===== src/rtl/ssc_pkg.sv =====
package ssc_pkg;

    // Cycles needed to cover ns nanoseconds at hz, rounded up, never below one.
    function automatic int unsigned gap_cycles(input longint unsigned hz,
                                               input longint unsigned ns);
        longint unsigned c;
        c = (hz * ns + 64'd999_999_999) / 64'd1_000_000_000;
        if (c == 0) c = 1;
        return c[31:0];
    endfunction

endpackage


===== src/rtl/ssc_pacer.sv =====
module ssc_pacer #(
    parameter int unsigned GAP_CYC = 144
) (
    input  logic clk,
    input  logic rst_n,
    input  logic pkt_i,
    input  logic rd_i,
    output logic req_o
);
    localparam int unsigned CW = $clog2(GAP_CYC + 1);

    typedef struct packed {
        logic [CW-1:0] cnt;
        logic          pend;
        logic          req;
    } pacer_t;

    pacer_t s_d, s_q;
    logic   trig;
    logic   issue;

    always_comb begin
        trig  = pkt_i | rd_i;
        issue = (trig | s_q.pend) && (s_q.cnt == '0);
        s_d   = s_q;
        s_d.req = issue;
        if (issue)
            s_d.cnt = CW'(GAP_CYC - 1);
        else if (s_q.cnt != '0)
            s_d.cnt = s_q.cnt - 1'b1;
        s_d.pend = (s_q.pend | trig) & ~issue;
    end

    always_ff @(posedge clk) begin
        if (!rst_n) s_q <= '0;
        else        s_q <= s_d;
    end

    assign req_o = s_q.req;

    // Checker counter: cycles since the last request, saturating at GAP_CYC.
    logic [CW:0] since_q;
    always_ff @(posedge clk) begin
        if (!rst_n)                         since_q <= (CW+1)'(GAP_CYC);
        else if (s_q.req)                   since_q <= (CW+1)'(1);
        else if (since_q < (CW+1)'(GAP_CYC)) since_q <= since_q + 1'b1;
    end

    p_gap_r5: assert property (@(posedge clk) disable iff (!rst_n)
        req_o |-> (since_q >= (CW+1)'(GAP_CYC)));

    p_pend_serve_r6: assert property (@(posedge clk) disable iff (!rst_n)
        (s_q.pend && s_q.cnt == '0) |=> req_o);

    p_trig_r2: assert property (@(posedge clk) disable iff (!rst_n)
        ((pkt_i || rd_i) && s_q.cnt == '0) |=> req_o);

endmodule


===== src/rtl/ssc_latch.sv =====
module ssc_latch #(
    parameter int unsigned VAL_W = 8
) (
    input  logic             clk,
    input  logic             rst_n,
    input  logic             req_i,
    input  logic             rd_i,
    input  logic [VAL_W-1:0] smp_i,
    input  logic             vld_i,
    output logic [VAL_W-1:0] level_o,
    output logic             fresh_o
);
    typedef struct packed {
        logic [VAL_W-1:0] level;
        logic             fresh;
        logic             armed;
    } hold_t;

    hold_t s_d, s_q;
    logic  take;

    always_comb begin
        take      = s_q.armed & vld_i;
        s_d       = s_q;
        s_d.armed = req_i | (s_q.armed & ~vld_i);
        if (take) begin
            s_d.level = smp_i;
            s_d.fresh = 1'b1;
        end else if (rd_i) begin
            s_d.fresh = 1'b0;
        end
    end

    always_ff @(posedge clk) begin
        if (!rst_n) s_q <= '0;
        else        s_q <= s_d;
    end

    assign level_o = s_q.level;
    assign fresh_o = s_q.fresh;

    p_hold_r7: assert property (@(posedge clk) disable iff (!rst_n)
        !(s_q.armed && vld_i) |=> $stable(level_o));

    p_fresh_set_r9: assert property (@(posedge clk) disable iff (!rst_n)
        (s_q.armed && vld_i) |=> fresh_o);

    p_fresh_clr_r9: assert property (@(posedge clk) disable iff (!rst_n)
        (rd_i && !(s_q.armed && vld_i)) |=> !fresh_o);

endmodule


===== src/rtl/sig_strength_capture.sv =====
module sig_strength_capture #(
    parameter int unsigned CLK_HZ = 12_000_000,
    parameter int unsigned GAP_NS = 12_000,
    parameter int unsigned VAL_W  = 8
) (
    input  logic             clk,
    input  logic             rst_n,
    input  logic             pkt_start_i,
    input  logic             rd_strobe_i,
    input  logic [VAL_W-1:0] smp_i,
    input  logic             smp_vld_i,
    output logic             meas_req_o,
    output logic [VAL_W-1:0] level_o,
    output logic             fresh_o
);
    localparam int unsigned GAP_CYC = ssc_pkg::gap_cycles(CLK_HZ, GAP_NS);

    logic req;

    ssc_pacer #(.GAP_CYC(GAP_CYC)) u_pacer (
        .clk   (clk),
        .rst_n (rst_n),
        .pkt_i (pkt_start_i),
        .rd_i  (rd_strobe_i),
        .req_o (req)
    );

    ssc_latch #(.VAL_W(VAL_W)) u_latch (
        .clk     (clk),
        .rst_n   (rst_n),
        .req_i   (req),
        .rd_i    (rd_strobe_i),
        .smp_i   (smp_i),
        .vld_i   (smp_vld_i),
        .level_o (level_o),
        .fresh_o (fresh_o)
    );

    assign meas_req_o = req;

    p_req_pulse_r4: assert property (@(posedge clk) disable iff (!rst_n)
        (meas_req_o && GAP_CYC > 1) |=> !meas_req_o);

endmodule


===== config.mk =====
export PLATFORM = sky130hd
export DESIGN_NAME = sig_strength_capture
export DESIGN_NICKNAME = d
export VERILOG_FILES = /design/src/rtl/ssc_pkg.sv /design/src/rtl/ssc_pacer.sv /design/src/rtl/ssc_latch.sv /design/src/rtl/sig_strength_capture.sv
export SDC_FILE = /design/constraint.sdc
export NUM_CORES = 1
export LEC_CHECK = 0
export BUFFER_PORTS_ARGS = -buffer_cell sky130_fd_sc_hd__buf_2
export CAP_MARGIN = 20
export CORE_ASPECT_RATIO = 0.7
export CORE_MARGIN = 2
export CORE_UTILIZATION = 45
export DETAILED_ROUTE_END_ITERATION = 6
export HOLD_SLACK_MARGIN = 0.03
export PLACE_DENSITY = 0.81
export RECOVER_POWER = 50
export SLEW_MARGIN = 20
export SYNTH_ARGS = -nofsm -noshare
export SYNTH_HDL_FRONTEND = slang
export SYNTH_HIERARCHICAL = 1
export SYNTH_SLANG_ARGS = --single-unit

===== constraint.sdc =====
create_clock -name clk -period 3.3 [get_ports clk]
set_clock_uncertainty 0.05 [all_clocks]
set_input_delay 0.66 -clock clk [delete_from_list [all_inputs] [get_ports clk]]
set_output_delay 0.66 -clock clk [all_outputs]
set_load 0.05 [all_outputs]

==> metrics.csv <==
stage,metric,value,unit
cells_and_area,"most common cell after layout, fill and taps aside",dfxtp_1,
power_and_ir_drop,Internal Pwr Total,0.5621,mW
sta,Slew @ Worst Pin,0.7554,ns
logic_synthesis,Yosys top cell by area,dfxtp_1,
critical_path,CP Launch Type,flop,
cts,master cell of the clock root buffer,clkbuf_4,
logic_synthesis,Post-Syn Instances,103,
sta,Final Setup Violations,0,
power_and_ir_drop,Max VDD drop,0.4432,mV
logic_synthesis,post-synthesis net count,118,
drt,Initial DRT Pass Iterations,6,
critical_path,Critical Path RT,3.43,ns
floorplanning,row count,13,
cts,Clock transition at path regs,0.12,ns
logic_synthesis,YS warnings,6,
sta,Final min period,1.857,ns
floorplanning,Die W,58.58,um
logic_synthesis,#FFs+latches synth,20,
floorplanning,I/O pin total,23,
global_route,largest net degree at the start of global routing,23,
drt,Residual DRC,1,
drt,detailed-route via count,834,
sta,Final Max Tran Viols,0,
logic_synthesis,"Cell Area, Synth",938.4,um2
sta,setup tns final,0,ns
sta,max frequency,0.5384,GHz
critical_path,"reg-to-reg slack, setup",1.44,ns
placement,routability cong.,0.8043,
logic_synthesis,Yosys cell types,31,
cts,post-CTS setup buffers,0,
power_and_ir_drop,total power draw,0.9061,mW
critical_path,Register-to-Register Path Depth,5,
power_and_ir_drop,pwr dens,886.4,nW/um2
power_and_ir_drop,P_leak,0.4038,nW
logic_synthesis,register area share after synthesis,42.67,%
power_and_ir_drop,Clk pwr share,22.0,%
floorplanning,Core ar.,1919,um2
global_route,GRT overflow,0,
hold_path,Hold Path Depth,2,
cts,cts-stage hold buffer count,0,
floorplanning,Die Footprint,2472,um2
drt,DR vias/cell,6.043,
flow_run,Max-Cap Viols,0,
power_and_ir_drop,Psw,0.3440,mW
cells_and_area,Area Growth Syn to Fin,8.933,%
floorplanning,die height,42.21,um
drt,WL per Instance,14.47,um
global_route,vias in the first global route,782,
sta,slew margin rel.,49.18,%
cts,clock buffer depth,2,
power_and_ir_drop,Seq pwr share,41.1,%
cts,CTS resizes,0,
cells_and_area,ANT cells,0,
cells_and_area,final net count,132,
hold_path,hold crit path type,flop to flop,
power_and_ir_drop,Comb pwr share,36.8,%
outcome,failing checks,DRC,
power_and_ir_drop,switch share,37.96,%
critical_path,cell family with most CP delay,simple AND/OR/NAND/NOR gates,
cells_and_area,most frequent cells in the layout,"dfxtp_1 (20), buf_2 (17), nand2_1 (9)",
cts,TritonCTS buffer count,3,
critical_path,CP Capture Type,flop,
drt,final WL,1.997,mm
placement,PortBufs,22,
cts,worst-skew pair later-pin latency,0.31,ns
cts,CTS tree,yes,
placement,pre-CTS setup slack,1.490,ns
critical_path,kind of critical path,flop to flop,
drt,violation count after the first detailed-route iteration,17,
sta,Final WS setup,1.443,ns
critical_path,CP peak stage delay,0.53,ns
global_route,gr usage total,16.96,%
drt,Final ANT Viol Nets,0,
sta,Hold WS,0.4136,ns
critical_path,r2r startpoint,u_pacer/s_q[2],
outcome,outcome,"finished, violations left",
sta,crit share post-route,56.28,%
cells_and_area,share of layout cells above drive strength 1,21.55,%
hold_path,WHS Endpoint,u_latch/level_o[5],
global_route,first-pass GRT wire length,3.187,mm
sta,final hold violation count,0,
critical_path,worst r2r dst,u_pacer/s_q[4],
logic_synthesis,share of the synthesized area in the top cell type,42.67,%
logic_synthesis,Syn Area/Cell,9.111,um2
critical_path,Crit path arrival time,1.99,ns
critical_path,CP max-delay cell,or3b_2,
critical_path,crit-path max FO,6,
placement,Detail Placement HPWL,1.405,mm
floorplanning,starting density of the core,48.89,%
logic_synthesis,top post-synthesis cells by area,"dfxtp_1 (43%), buf_4 (6.4%), nand4_1 (5.3%)",
cts,# H-tree levels,1,
critical_path,"Buf+Inv Stages, Crit Path",1,
sta,RSZ-0062 raised after global routing,false,
cts,clock sink total,20,
global_route,initial antenna violation count,0,
critical_path,crit path cell chain,"inv_1, ha_1, or3b_2, o31ai_1, a211oi_1",
hold_path,hold path startpoint,u_latch/level_o[5],
-- registers in the layout, summed over array words and instances (netlist names) --
register	count
u_latch/s_q	1
u_latch/level_o	8
u_pacer/req_o	1
u_pacer/s_q	9
u_latch/fresh_o	1
-- layer usage --
layer  share of wire (%)  GRT usage (%)  vias to the layer above
met1                  45          19.58                      386
met2                  46          28.09                       41
met5                   0              0                        -
met3                 6.2          5.247                        5
li1                    -              -                      402
met4                 2.0          8.636                        0
-- cell type report --
class,count,area (um2)
clock inverters,1,30.03
repair buffers,22,103.9
inverters,4,15.01
multi-input cells,66,422.9
well taps,22,27.53
fillers,181,897.1
clock buffers,3,22.52
flip-flops and latches,20,400.4
-- synth_stat cells --
cell type,number
or3b_2,1
o211a_1,1
and2_4,1
buf_4,8
nor2b_1,3
o21a_1,2
buf_2,3
nor3b_1,1
ha_1,2
a211oi_1,6
nand2_1,9
a2111oi_0,1
buf_6,2
or4_1,1
and3_1,1
nand4b_1,2
o21ba_2,1
o21ai_1,8
nor2_1,1
o21ai_0,1
inv_1,4
nand4_1,8
nor3_1,4
nor4_1,3
o211ai_1,1
a21bo_2,1
o31ai_1,2
or3_1,1
or4_4,1
dfxtp_1,20
a21oi_1,3
-- through the flow --
stage / utilization (%) / std cells / cell area, um2
final: 53.26 / 138 / 1022
after global routing: 53.26 / 138 / 1022
after global placement: 50.98 / 134 / 978.4
after CTS: 53.72 / 138 / 1031
after floorplan: - / 103 / 938.4
after detailed placement: 50.98 / 134 / 978.4
-- power groups by stage --
| stage | logic (mW) | clock network (mW) | registers (mW) |
|---|---|---|---|
| final | 0.334 | 0.200 | 0.373 |
| after global routing | 0.362 | 0.211 | 0.380 |
| after CTS | 0.329 | 0.203 | 0.369 |
| after detailed placement | 0.329 | 0 | 0.374 |
| after global placement | 0.313 | 0 | 0.369 |
| after floorplan | 0.264 | 0 | 0.368 |
-- worst max path at each step --
stage | cells after the start | to | slack (ns) | from
after floorplan | 5 | u_pacer/s_q[4] | 1.67 | u_pacer/s_q[2]
after global placement | 4 | u_pacer/s_q[4] | 1.58 | rd_strobe_i
after detailed placement | 5 | u_pacer/s_q[4] | 1.49 | u_pacer/s_q[2]
after CTS | 5 | u_pacer/s_q[4] | 1.46 | u_pacer/s_q[2]
after global routing | 5 | u_pacer/s_q[4] | 1.32 | u_pacer/s_q[2]
final | 5 | u_pacer/s_q[4] | 1.44 | u_pacer/s_q[2]
-- kinds of logic (layout without fill, tap and decap cells) --
kind of cell	after synthesis	after routing	share of synthesized area [%]
fa+ha+maj	2	2	2.666
compound gates	27	27	19.33
buf+inv	17	30	12.00
flops	20	20	42.67
simple gates	37	37	23.34
-- worst reg2reg max path, cell delays in order, from the launching register on --
cell	delay (ns)
dfxtp_1	0.38
inv_1	0.11
ha_1	0.22
or3b_2	0.53
o31ai_1	0.34
a211oi_1	0.09
Note: power is estimated with default switching activity, not from simulation.
